<file path="config.mk">
export PLATFORM = sky130hd
export DESIGN_NAME = vwb_top
export DESIGN_NICKNAME = d
export VERILOG_FILES = /design/src/rtl/vwb_pkg.sv /design/src/rtl/vwb_line_store.sv /design/src/rtl/vwb_delay.sv /design/src/rtl/vwb_top.sv
export SDC_FILE = /design/constraint.sdc
export NUM_CORES = 1
export LEC_CHECK = 0
export ABC_AREA = 1
export BUFFER_PORTS_ARGS = -buffer_cell sky130_fd_sc_hd__buf_2
export CAP_MARGIN = 20
export CELL_PAD_IN_SITES_DETAIL_PLACEMENT = 1
export CELL_PAD_IN_SITES_GLOBAL_PLACEMENT = 2
export CORE_ASPECT_RATIO = 0.8
export CORE_MARGIN = 2
export CORE_UTILIZATION = 40
export CTS_CLUSTER_SIZE = 16
export DETAILED_ROUTE_END_ITERATION = 10
export HOLD_SLACK_MARGIN = 0.12
export PLACE_DENSITY_LB_ADDON = 0.1
export SLEW_MARGIN = 20
export SYNTH_ARGS = -nofsm -noshare
export SYNTH_HDL_FRONTEND = slang
export SYNTH_HIERARCHICAL = 1
export SYNTH_SLANG_ARGS = --single-unit
</file>
<file path="constraint.sdc">
create_clock -name clk -period 4.5 [get_ports clk]
set_clock_uncertainty 0.1 [all_clocks]
set_input_delay 0.9 -clock clk [delete_from_list [all_inputs] [get_ports clk]]
set_output_delay 0.9 -clock clk [all_outputs]
set_load 0.02 [all_outputs]
</file>
<file path="src/rtl/vwb_pkg.sv">
package vwb_pkg;

  typedef enum logic [2:0] {
    LS_I = 3'd0,
    LS_S = 3'd1,
    LS_E = 3'd2,
    LS_O = 3'd3,
    LS_M = 3'd4
  } line_st_t;

  localparam logic [2:0] RK_READ      = 3'd0;
  localparam logic [2:0] RK_READ_SH   = 3'd1;
  localparam logic [2:0] RK_READ_MOD  = 3'd2;
  localparam logic [2:0] RK_VIC_DIRTY = 3'd3;
  localparam logic [2:0] RK_VIC_CLEAN = 3'd4;

  // New stable state once victim data lands.
  function automatic line_st_t settle_state(line_st_t prior, logic vic_dirty,
                                            logic vic_sh, logic dat_sh);
    line_st_t r;
    case (prior)
      LS_I: begin
        if (vic_dirty) r = (vic_sh || dat_sh) ? LS_O : LS_M;
        else           r = (vic_sh || dat_sh) ? LS_S : LS_E;
      end
      LS_S:    r = (vic_dirty && vic_sh) ? LS_O : LS_S;
      default: r = prior;
    endcase
    return r;
  endfunction

  // {owner, valid} flags reported to the directory.
  function automatic logic [1:0] unblock_code(line_st_t s);
    logic [1:0] r;
    case (s)
      LS_M, LS_O, LS_E: r = 2'b11;
      LS_S:             r = 2'b01;
      default:          r = 2'b00;
    endcase
    return r;
  endfunction

endpackage

</file>
<file path="src/rtl/vwb_line_store.sv">
module vwb_line_store
  import vwb_pkg::*;
#(
  parameter int NSETS = 8,
  parameter int TW    = 5,
  parameter int DW    = 16,
  localparam int IW   = $clog2(NSETS)
) (
  input  logic          clk,
  input  logic          rst,
  input  logic [IW-1:0] ra_idx,
  output line_st_t      ra_state,
  output logic [TW-1:0] ra_tag,
  output logic          ra_dirty,
  output logic [DW-1:0] ra_data,
  input  logic [IW-1:0] rb_idx,
  output logic          rb_dirty,
  input  logic          wa_en,
  input  logic [IW-1:0] wa_idx,
  input  line_st_t      wa_state,
  input  logic [TW-1:0] wa_tag,
  input  logic          wa_clr,
  input  logic          wb_en,
  input  logic [IW-1:0] wb_idx,
  input  line_st_t      wb_state,
  input  logic          wb_dirty,
  input  logic          wb_den,
  input  logic [DW-1:0] wb_data
);

  line_st_t      st_q  [NSETS];
  logic          dty_q [NSETS];
  logic [TW-1:0] tag_q [NSETS];
  logic [DW-1:0] dat_q [NSETS];

  // state and dirty bits need a reset
  always_ff @(posedge clk) begin
    if (rst) begin
      for (int i = 0; i < NSETS; i++) begin
        st_q[i]  <= LS_I;
        dty_q[i] <= 1'b0;
      end
    end else begin
      if (wa_en) begin
        st_q[wa_idx] <= wa_state;
        if (wa_clr) dty_q[wa_idx] <= 1'b0;
      end
      if (wb_en) begin
        st_q[wb_idx]  <= wb_state;
        dty_q[wb_idx] <= wb_dirty;
      end
    end
  end

  // tag and data arrays carry no reset
  always_ff @(posedge clk) begin
    if (wa_en)  tag_q[wa_idx] <= wa_tag;
    if (wb_den) dat_q[wb_idx] <= wb_data;
  end

  assign ra_state = st_q[ra_idx];
  assign ra_tag   = tag_q[ra_idx];
  assign ra_dirty = dty_q[ra_idx];
  assign ra_data  = dat_q[ra_idx];
  assign rb_dirty = dty_q[rb_idx];

endmodule

</file>
<file path="src/rtl/vwb_delay.sv">
module vwb_delay #(
  parameter int W     = 8,
  parameter int DEPTH = 1
) (
  input  logic         clk,
  input  logic         rst,
  input  logic         in_v,
  input  logic [W-1:0] in_d,
  output logic         out_v,
  output logic [W-1:0] out_d
);

  logic         v_q [DEPTH];
  logic [W-1:0] d_q [DEPTH];

  always_ff @(posedge clk) begin
    if (rst) begin
      for (int i = 0; i < DEPTH; i++) v_q[i] <= 1'b0;
    end else begin
      v_q[0] <= in_v;
      for (int i = 1; i < DEPTH; i++) v_q[i] <= v_q[i-1];
    end
  end

  always_ff @(posedge clk) begin
    d_q[0] <= in_d;
    for (int i = 1; i < DEPTH; i++) d_q[i] <= d_q[i-1];
  end

  assign out_v = v_q[DEPTH-1];
  assign out_d = d_q[DEPTH-1];

endmodule

</file>
<file path="src/rtl/vwb_top.sv">
module vwb_top
  import vwb_pkg::*;
#(
  parameter int NSETS   = 8,
  parameter int AW      = 8,
  parameter int DW      = 16,
  parameter int SW      = 4,
  parameter int RSP_LAT = 20,
  localparam int IW     = $clog2(NSETS),
  localparam int TW     = AW - IW,
  localparam int PW     = SW + DW + 2
) (
  input  logic          clk,
  input  logic          rst,
  input  logic          req_valid,
  output logic          req_ready,
  input  logic [2:0]    req_kind,
  input  logic          req_shared,
  input  logic [AW-1:0] req_addr,
  input  logic [SW-1:0] req_src,
  input  logic          rsp_valid,
  output logic          rsp_ready,
  input  logic          rsp_stale,
  input  logic          rsp_shared,
  input  logic          rsp_dirty,
  input  logic [SW-1:0] rsp_src,
  input  logic [DW-1:0] rsp_data,
  output logic          ack_valid,
  output logic [SW-1:0] ack_dst,
  output logic          dat_valid,
  output logic [SW-1:0] dat_dst,
  output logic [DW-1:0] dat_data,
  output logic          dat_dirty,
  output logic          dat_excl,
  output logic          fwd_valid,
  output logic [2:0]    fwd_kind,
  output logic [AW-1:0] fwd_addr,
  output logic [SW-1:0] fwd_src,
  output logic          unb_valid,
  output logic          unb_owner,
  output logic          unb_live,
  output logic          repl_valid,
  output logic [AW-1:0] repl_addr,
  output logic          proto_err
);

  logic [IW-1:0] r_idx;
  logic [TW-1:0] r_tag;
  assign r_idx = req_addr[IW-1:0];
  assign r_tag = req_addr[AW-1:IW];

  line_st_t      ra_state;
  logic [TW-1:0] ra_tag;
  logic          ra_dirty;
  logic [DW-1:0] ra_data;
  logic          rb_dirty;

  // the one open victim wait
  logic          busy_q;
  logic [IW-1:0] pidx_q;
  line_st_t      pprior_q;
  logic          pvd_q, pvsh_q;
  logic [SW-1:0] psrc_q;

  logic is_vic, line_hit, set_free, pend_clash, take;
  assign is_vic     = (req_kind == RK_VIC_DIRTY) || (req_kind == RK_VIC_CLEAN);
  assign line_hit   = (ra_state != LS_I) && (ra_tag == r_tag);
  assign set_free   = (ra_state == LS_I) || (ra_tag == r_tag);
  assign pend_clash = busy_q && (r_idx == pidx_q);
  assign req_ready  = !pend_clash && (!is_vic || (!busy_q && set_free));
  assign take       = req_valid && req_ready;
  assign rsp_ready  = 1'b1;

  // request path
  logic     wa_en, wa_clr, d_in_v, d_excl, fwd_go;
  line_st_t wa_state;
  always_comb begin
    wa_en    = 1'b0;
    wa_clr   = 1'b0;
    wa_state = ra_state;
    d_in_v   = 1'b0;
    d_excl   = 1'b0;
    fwd_go   = 1'b0;
    if (take) begin
      if (is_vic) begin
        wa_en    = 1'b1;
        wa_state = line_hit ? ra_state : LS_I;
        wa_clr   = !line_hit;
      end else if ((req_kind == RK_READ) || (req_kind == RK_READ_SH)) begin
        if (line_hit) begin
          d_in_v   = 1'b1;
          wa_en    = 1'b1;
          wa_state = ((ra_state == LS_M) || (ra_state == LS_O)) ? LS_O : LS_S;
        end else begin
          fwd_go = 1'b1;
        end
      end else if ((req_kind == RK_READ_MOD) && line_hit &&
                   ((ra_state == LS_M) || (ra_state == LS_E))) begin
        d_in_v   = 1'b1;
        d_excl   = 1'b1;
        wa_en    = 1'b1;
        wa_state = LS_I;
        wa_clr   = 1'b1;
      end else begin
        fwd_go = 1'b1;
      end
    end
  end

  // completion path
  logic     rsp_ok, wb_dirty, wb_den;
  line_st_t fin;
  assign rsp_ok   = rsp_valid && busy_q && (rsp_src == psrc_q);
  assign fin      = rsp_stale ? pprior_q : settle_state(pprior_q, pvd_q, pvsh_q, rsp_shared);
  assign wb_dirty = rsp_stale ? rb_dirty : (rb_dirty | rsp_dirty);
  assign wb_den   = rsp_ok && !rsp_stale;

  vwb_line_store #(.NSETS(NSETS), .TW(TW), .DW(DW)) u_store (
    .clk      (clk),
    .rst      (rst),
    .ra_idx   (r_idx),
    .ra_state (ra_state),
    .ra_tag   (ra_tag),
    .ra_dirty (ra_dirty),
    .ra_data  (ra_data),
    .rb_idx   (pidx_q),
    .rb_dirty (rb_dirty),
    .wa_en    (wa_en),
    .wa_idx   (r_idx),
    .wa_state (wa_state),
    .wa_tag   (r_tag),
    .wa_clr   (wa_clr),
    .wb_en    (rsp_ok),
    .wb_idx   (pidx_q),
    .wb_state (fin),
    .wb_dirty (wb_dirty),
    .wb_den   (wb_den),
    .wb_data  (rsp_data)
  );

  logic [PW-1:0] pay_out;
  vwb_delay #(.W(PW), .DEPTH(RSP_LAT)) u_dly (
    .clk   (clk),
    .rst   (rst),
    .in_v  (d_in_v),
    .in_d  ({req_src, ra_data, ra_dirty, d_excl}),
    .out_v (dat_valid),
    .out_d (pay_out)
  );
  assign {dat_dst, dat_data, dat_dirty, dat_excl} = pay_out;

  always_ff @(posedge clk) begin
    if (rst) begin
      busy_q     <= 1'b0;
      pidx_q     <= '0;
      pprior_q   <= LS_I;
      pvd_q      <= 1'b0;
      pvsh_q     <= 1'b0;
      psrc_q     <= '0;
      ack_valid  <= 1'b0;
      ack_dst    <= '0;
      fwd_valid  <= 1'b0;
      fwd_kind   <= '0;
      fwd_addr   <= '0;
      fwd_src    <= '0;
      unb_valid  <= 1'b0;
      unb_owner  <= 1'b0;
      unb_live   <= 1'b0;
      repl_valid <= 1'b0;
      repl_addr  <= '0;
      proto_err  <= 1'b0;
    end else begin
      ack_valid  <= take && is_vic;
      ack_dst    <= req_src;
      fwd_valid  <= fwd_go;
      fwd_kind   <= req_kind;
      fwd_addr   <= req_addr;
      fwd_src    <= req_src;
      unb_valid  <= rsp_ok;
      {unb_owner, unb_live} <= unblock_code(fin);
      proto_err  <= rsp_valid && !rsp_ok;
      repl_valid <= req_valid && is_vic && !busy_q && !set_free;
      repl_addr  <= {ra_tag, r_idx};
      if (take && is_vic) begin
        busy_q   <= 1'b1;
        pidx_q   <= r_idx;
        pprior_q <= line_hit ? ra_state : LS_I;
        pvd_q    <= (req_kind == RK_VIC_DIRTY);
        pvsh_q   <= req_shared;
        psrc_q   <= req_src;
      end else if (rsp_ok) begin
        busy_q <= 1'b0;
      end
    end
  end

endmodule

</file>
==> metrics.cfg, run 1 <==
[floorplanning]
coreArea_mm2=0.05236
initial_core_util_pct=40.43
num_rows=75
dieHeight_um=209.8
design.portCount=102
chipWidth_um=261.2
design.die.area_mm2=0.05480

[layout]
antenna-diode-count=0
layout-drive-gt1-share_pct=13.70
final_nets=2042
nFillCells=5606
area_growth_syn_to_layout_pct=15.87

[power]
power.switching_w=0.002819
sw_frac_of_total_pct=21.62
power.share.sequential_pct=53.1
p_leak_nw=11.07
finalPower_w=0.01304
worst_vdd_ir_v=0.0002869
p_int_w=0.01022
power.share.combinational_pct=3.9
clock_network_fraction_of_total_power_pct=43.0
pwr_density_cell_mw_per_mm2=531.6

[timing]
hold-worst-slack_ns=0.2189
finalWorstPathRequiredPeriod_ns=3.843
finalHoldViolations=0
post-route-period-util_pct=85.40
unrepaired_setup_endpoints_after_global_routing=no
timing.slew.headroom_pct=35.61
finalMaxSlewViolations=0
slack_of_the_critical_path_ns=0.6569
final.setup.tns_ns=0
setup-violations-final=0
max_freq_mhz=260.2
max_slew.worst_pin.slew_ns=0.9658

[grt]
grt_antenna_before_repair=0
grt_pass1_wl_um=69140
grt_util_met3_pct=3.671
grt_usage_pct=16.39
grt_start_max_net_pins=61
first_global_vias=12550
grt.met1_usage_pct=22.38
globalRouteMet2Util_pct=25.79
global_route.peak_usage_layer=met2
globalRoute.totalOverflow=0

[yosys]
synth.cell_area_mm2=0.02117
synth_nets=1930
netlist_instances=1886
synthDistinctLibCells=37
yosys-top-cells-area=dfxtp_1, edfxtp_1, nand2_1
synth_seq_cells=700
netlist.top_cell.by_area=dfxtp_1
yosys.area.top_type_share_pct=47.28
synth_sequential_area_ratio_pct=75.65
ys_async_sr_fraction_pct=0
ys.warnings.count=6
library_cell_with_the_highest_instance_count_after_synthesis=dfxtp_1
syn-mean-instance-area_um2=11.23
synthFlopType=dfxtp_1
synth_enable_flop_cells=200
synth.top_cells.by_count=dfxtp_1, nand2_1, inv_1

[clock_network]
clkTransAtPathRegs_ns=0.06
worstSkewPairLatency_ns=0.62
htreeDepth=3
cts_sinks=700
clk_root_buffer_cell=clkbuf_16
cts_buffers=68
post_cts_resize_count=0
ctsLongestPathBuffers=3
tritoncts=yes
post_cts_buffers=0
number_of_buffers_added_to_fix_hold_violations_after_cts=0

[run]
max-cap-violations=0

[placed_design]
port-buffer-count=100
place.gp.congestion=0.8267
detailed_placement_hpwl_um=27320
dpl_worst_slack_ns=0.3057

[critical_path]
cp.arrival_ns=2.84
crit_path_launch_type=input port
critPathCaptureType=output pin
critical_path_required_ns=3.50
path_class=in2out
critical_path_peak_fanout=22

[route]
detail_route.wirelength_um=43600
first_iter_violations=575
drt_pre_antenna_iters=4
route.detailed.vias_per_inst=4.450
vias=12210
drc=0
wire_per_inst_um=15.89
final_antenna_net_count=0

[status]
run_status=complete, no violations

[hold_path]
timing.hold.worst.class=reg2reg

-- final cells by class --
type	count	area, um2	share of cell area [%]
clock buffers	102	2046	8.339
clock inverters	21	209.0	0.8518
inverters	292	1099	4.478
multi-input cells	807	3525	14.37
flip-flops and latches	700	16020	65.29
well taps	693	867.1	3.535
repair buffers	129	770.7	3.142
-- state kept, by name (all words and copies together), names as in the netlist, 3 cells and up --
register       count
fwd_addr           8
fwd_kind           3
fwd_src            4
pidx_q             3
pprior_q           3
psrc_q             4
repl_addr          5
u_dly/d_q        440
u_dly/v_q         20
u_store/dat_q    128
u_store/dty_q      8
u_store/st_q      24
u_store/tag_q     40
-- layout by cell type (no fill, tap or decap), types with 3 or more instances in the layout --
cell and count:
a21oi_1 7, o21ai_0 7, nand2_4 4, nand3_2 5
clkbuf_16 73, inv_2 8, inv_1 281, buf_2 99
clkinv_2 8, nor3_1 3, nor2_1 106, nor2_4 4
nand2_2 8, dfxtp_1 500, nand2_1 463, buf_12 4
or2_2 4, buf_4 26, clkbuf_1 18, nand3_1 157
clkinv_1 4, inv_4 3, clkbuf_8 11, nor2_2 9
o211ai_1 3, nand4_1 10, edfxtp_1 200
-- worst max-delay path, stage by stage --
cell and delay (ns):
buf_4 0.13, inv_2 0.32, buf_4 0.23, nand2_1 0.05, nand3_1 0.06, nand2_1 0.07, nand2_1 0.09, nand2_1 0.08
nand2_1 0.07, nand2_1 0.09, nor2_1 0.15, nand3_2 0.16, nand3_4 0.13, nand2_1 0.09, inv_1 0.05, buf_2 0.15
-- stage by stage --
step,util (%),cells,area [um2]
after floorplan,-,1886,21170
after global routing,46.85,2744,24530
after global placement,42.54,2621,22280
final,46.85,2744,24530
after detailed placement,42.54,2621,22280
after CTS,46.85,2744,24530
-- metal layers --
| metal | wire, um | share of wire [%] |
|---|---|---|
| met1 | 20840 | 48 |
| met2 | 19960 | 46 |
| met3 | 1741 | 4.0 |
| met4 | 1059 | 2.4 |
| met5 | 0 | 0 |
-- power groups by stage --
stage | logic, W | clock network, W | registers [W]
2_1_floorplan | 0.000325 | 0 | 0.00704
3_3_place_gp | 0.000504 | 0 | 0.00705
3_5_place_dp | 0.000509 | 0 | 0.00707
4_1_cts | 0.000512 | 0.00582 | 0.00693
5_1_grt | 0.000564 | 0.00609 | 0.00696
6_report | 0.000503 | 0.00561 | 0.00692
-- kinds of logic after synthesis --
kind of cell	synth area share [%]
fa+ha+maj	0.05909
compound gates	0.5673
buf+inv	7.836
simple gates	15.75
flops	75.65
xor+xnor	0.1241
other cells	0.01771
-- final timing paths --
kind / startpoint / to / slack [ns] / depth (start not counted)
setup reg to reg: pidx_q[0]$_SDFFE_PP0P_ / u_store/st_q[2][2]$_DFFE_PP_ / 1.25 / 11
setup / recovery: req_addr[0] / req_ready / 0.66 / 16
hold / removal: u_dly/d_q[0][38]$_DFF_P_ / u_dly/d_q[0][60]$_DFF_P_ / 0.22 / 0
hold reg to reg: u_dly/d_q[0][38]$_DFF_P_ / u_dly/d_q[0][60]$_DFF_P_ / 0.22 / 0
Note: power is estimated with default switching activity, not from simulation.
==> run 2, diff against run 1 <==
Settings changed: CORE_UTILIZATION 40 to 42, CTS_BUF_LIST set to sky130_fd_sc_hd__clkbuf_8.
==> run 2 against run 1 <==
Total power decreased by 5.4%. Sequential power about the same. Worst hold slack got worse by 0.017 ns. Utilization increased by 1.8 points.
==> metrics.cfg, run 2 (synthesized netlist as in run 1, its figures left out) <==
[layout]
mostFrequentLayoutCells=dfxtp_1, nand2_1, inv_1
most_frequent_standard_cell_in_the_layout_excluding_fill_and_tap_cells=dfxtp_1
antenna-diode-count=0
final_core_utilization_pct=48.70
layout.area.seq_mm2=0.01602
nFillCells=5342
final_nets=2071
max_flop_register=u_dly/d_q
reg_top3=u_dly/d_q (440), u_store/dat_q (128), u_store/tag_q (40)
largest_register_ffs=440
layout-drive-gt1-share_pct=15.00
area_growth_syn_to_layout_pct=14.50
multi_input_area_mm2=0.003535

[clock_network]
cts_sinks=700
cts_buffers=103
ctsLongestPathBuffers=3
worstSkewPairLatency_ns=0.70
post_cts_buffers=0
number_of_buffers_added_to_fix_hold_violations_after_cts=0
tritoncts=yes
clk_root_buffer_cell=clkbuf_8
clkTransAtPathRegs_ns=0.06
htreeDepth=3
post_cts_resize_count=0

[critical_path]
critical_path_peak_fanout=69
critical_path_required_ns=3.50
worst_setup_path_startpoint=req_addr[0]
critPathCaptureType=output pin
crit_path_launch_type=input port
cp.arrival_ns=2.92
path_class=in2out
r2r_cells=15
rr_startpoint=u_store/st_q[4][1]$_DFFE_PP_

[power]
worst_vdd_ir_v=0.0002268
finalPower_w=0.01234
pwr_density_cell_mw_per_mm2=509.2
p_leak_nw=11.13

[floorplanning]
chipWidth_um=255.0
dieHeight_um=204.8
design.portCount=102
initial_core_util_pct=42.53
design.die.area_mm2=0.05223
coreArea_mm2=0.04978
num_rows=73

[route]
first_iter_violations=744
vias=12530
drt_pre_antenna_iters=5
route.detailed.vias_per_inst=4.502
detail_route.wirelength_um=44660
drc=0
final_antenna_net_count=0
wire_per_inst_um=16.05

[timing]
max_slew.worst_pin.slew_ns=0.8837
unrepaired_setup_endpoints_after_global_routing=no
post-route-period-util_pct=87.04
setup-violations-final=0
finalWorstPathRequiredPeriod_ns=3.917
timing.slew.headroom_pct=41.00
slack_of_the_critical_path_ns=0.5831
finalMaxSlewViolations=0
finalHoldViolations=0
max_freq_mhz=255.3
final.setup.tns_ns=0

[placed_design]
place.gp.congestion=0.8107
dpl_worst_slack_ns=0.2166
port-buffer-count=100
detailed_placement_hpwl_um=27620

[grt]
globalRoute.totalOverflow=0
grt_antenna_before_repair=1
grt_usage_pct=17.56
grt_pass1_wl_um=69960
grt_start_max_net_pins=70
first_global_vias=13040

[run]
max-cap-violations=0

[hold_path]
timing.hold.worst.start=u_dly/d_q[1][10]$_DFF_P_
worst_hold_path.num_cells=0
timing.hold.worst.class=reg2reg

[status]
run_status=complete, no violations

## run 2: critical path, cell delays in order
cell and delay (ns):
buf_4 0.17, inv_2 0.08, buf_12 0.30, nand2_1 0.11, nand3_1 0.08, nand2_1 0.06
nand2_1 0.06, nand2_1 0.19, nor2_1 0.20, nand2_1 0.22, nand3_4 0.19, nand2_1 0.11
inv_1 0.06, buf_2 0.15
## run 2: layer usage
metal / up-vias / part of all wire (%) / global-route usage, %
met3: 80 / 5.6 / 4.943
met4: 0 / 2.2 / 5.723
met5: - / 0 / 0
met2: 272 / 46 / 28.33
met1: 6091 / 46 / 22.80
li1: 6082 / - / -
## run 2: final cells by class
type                            instances  area share [%]
Sequential cell                       700           66.07
Inverter                              292           4.532
Clock inverter                         65           1.579
Tap cell                              675           3.484
Timing Repair Buffer                  123           2.942
Clock buffer                          120           6.813
Multi-Input combinational cell        807           14.58
## run 2: metrics by stage
step                hold WS [ns]  cells  instance area (um2)
finish                    0.2020   2782                24240
global route              0.1778   2782                24240
CTS                       0.1678   2782                24240
detailed placement        0.2132   2597                22210
global placement          0.2096   2597                22210
floorplan                 0.2096   1886                21170
## run 2: final timing paths
kind,to,slack (ns)
worst max register to register,u_store/tag_q[4][0]$_DFFE_PP_,1.25
worst min register to register,u_dly/d_q[1][32]$_DFF_P_,0.20
worst min-delay path,u_dly/d_q[1][32]$_DFF_P_,0.20
worst max-delay path,req_ready,0.58
## run 2: where the power goes
group / internal [W] / leakage, nW / switching, W
clock: 0.00257 / 1.20 / 0.00234
sequential: 0.00684 / 6.03 / 0.0000918
combinational: 0.000136 / 3.90 / 0.000365
total: 0.00954 / 11.1 / 0.00280
==> run 3, diff against run 2 <==
Settings changed: PLACE_DENSITY_LB_ADDON 0.1 to 0.3.
==> run 3 against run 2 <==
Final cell count is 0.29% higher. Fmax up 0.16%. Total power rose by 2.9%. Setup slack gained 0.0062 ns. Global-route usage is 0.29 points lower. Routed wire length shrank 2.3%. Critical endpoint unchanged.
==> metrics.cfg, run 3 (synthesized netlist as in run 1, its figures left out) <==
[floorplanning]
design.die.area_mm2=0.05223
dieHeight_um=204.8
design.portCount=102
initial_core_util_pct=42.53
coreArea_mm2=0.04978
chipWidth_um=255.0
num_rows=73

[clock_network]
cts_buffers=102
clkTransAtPathRegs_ns=0.06
ctsLongestPathBuffers=3
post_cts_buffers=0
cts_sinks=700
clk_root_buffer_cell=clkbuf_8
htreeDepth=3
worstSkewPairLatency_ns=0.72
number_of_buffers_added_to_fix_hold_violations_after_cts=0
post_cts_resize_count=0
tritoncts=yes

[timing]
post-route-period-util_pct=86.90
finalWorstPathRequiredPeriod_ns=3.911
timing.slew.headroom_pct=42.28
max_slew.worst_pin.slew_ns=0.8646
slack_of_the_critical_path_ns=0.5893
unrepaired_setup_endpoints_after_global_routing=no
finalHoldViolations=0
finalMaxSlewViolations=0
final.setup.tns_ns=0
max_freq_mhz=255.7
setup-violations-final=0

[placed_design]
dp.cells=2601
port-buffer-count=100
dpl_worst_slack_ns=0.04951
place.gp.congestion=0.8551
detailed_placement_hpwl_um=27750
placed_cell_area_mm2=0.02220

[critical_path]
timing.critical_path.slowest_stage_cell=buf_4
path_class=in2out
critPathCaptureType=output pin
critical_path_required_ns=3.50
cp_cell_instances=buf_4 -> buf_4 -> buf_4 -> inv_1 -> nand2_1 -> nand4_1 -> o21ai_2 -> nand2_4 -> nand2_1 -> inv_1 -> buf_2
worst_path_largest_cell_delay_ns=0.49
critical_path.n_buffers_inverters=6
crit_path_frequent_cell=buf_4
crit_path_launch_type=input port
cp.arrival_ns=2.91
critical_path_peak_fanout=40
kind_of_cell_adding_the_most_delay_to_the_critical_path=buffers and inverters

[layout]
most_frequent_standard_cell_in_the_layout_excluding_fill_and_tap_cells=dfxtp_1
mostFrequentLayoutCells=dfxtp_1, nand2_1, inv_1
reg_top3=u_dly/d_q (440), u_store/dat_q (128), u_store/tag_q (40)
nFillCells=5382
final_instance_area_mm2=0.02444
layout-drive-gt1-share_pct=15.66
area_growth_syn_to_layout_pct=15.45
final_nets=2074
final_core_utilization_pct=49.10
post_layout_cell_count=2790
max_flop_register=u_dly/d_q
largest_register_ffs=440

[status]
run_status=complete, no violations

[hold_path]
timing.hold.worst.class=reg2reg

[grt]
grt_usage_pct=17.27
globalRoute.totalOverflow=0
first_global_vias=12890
grt_pass1_wl_um=69100
grt_antenna_before_repair=2
grt_start_max_net_pins=53

[route]
detail_route.wirelength_um=43620
drc=0
route.detailed.vias_per_inst=4.482
wire_per_inst_um=15.63
first_iter_violations=617
final_antenna_net_count=0
drt_pre_antenna_iters=5
vias=12510

[power]
pwr_density_cell_mw_per_mm2=519.7
p_leak_nw=11.22
worst_vdd_ir_v=0.0002367

[run]
max-cap-violations=0

[run 3: cell count changes in the layout (fill, tap and decap cells not counted), sizes merged]
cell / before / now
inv: 333 / 328
clkinv: 21 / 14
diode: 0 / 1
bufinv: 2 / 3
buf: 123 / 127
clkinvlp: 1 / 0
clkbuf: 120 / 135
[run 3: report_power, final]
group | total (W) | internal, W | leakage [nW] | switching, W
clock network | 0.00528 | 0.00289 | 1.28 | 0.00238
logic | 0.000499 | 0.000135 | 3.91 | 0.000364
registers | 0.00693 | 0.00684 | 6.03 | 0.0000891
total | 0.0127 | 0.00987 | 11.2 | 0.00284
[run 3: routing by layer]
metal	vias up	GRT usage [%]	wire, um
li1	6085	-	-
met1	6074	23.19	20390
met2	267	27.34	19910
met3	80	4.384	2423
met4	0	5.618	890
met5	-	0	0
[run 3: per-stage QoR]
stage               total power [W]  hold WS, ns
floorplan                  0.007366       0.2096
global placement           0.007538       0.2096
detailed placement         0.007567       0.2132
CTS                         0.01293       0.1532
global route                0.01330       0.1523
finish                      0.01270       0.2119
[run 3: cell type report]
cell class / instances / area [um2] / area share [%]
sequential: 700 / 16020 / 65.52
clock inverter: 53 / 381.6 / 1.561
inverter: 292 / 1099 / 4.494
clock buffer: 135 / 1858 / 7.601
timing repair buffer: 127 / 718.2 / 2.938
tap: 675 / 844.6 / 3.455
antenna: 1 / 2.502 / 0.01024
multi-input combinational: 807 / 3525 / 14.42
[run 3: path summary, 6_finish.rpt]
path                                 from                             to  slack (ns)  cells after the start
min reg2reg       u_dly/d_q[1][0]$_DFF_P_       u_dly/d_q[1][22]$_DFF_P_        0.21                      0
max reg2reg  u_store/st_q[5][1]$_DFFE_PP_  u_store/tag_q[4][0]$_DFFE_PP_        1.14                     15
min               u_dly/d_q[1][0]$_DFF_P_       u_dly/d_q[1][22]$_DFF_P_        0.21                      0
max                           req_addr[0]                      req_ready        0.59                     11
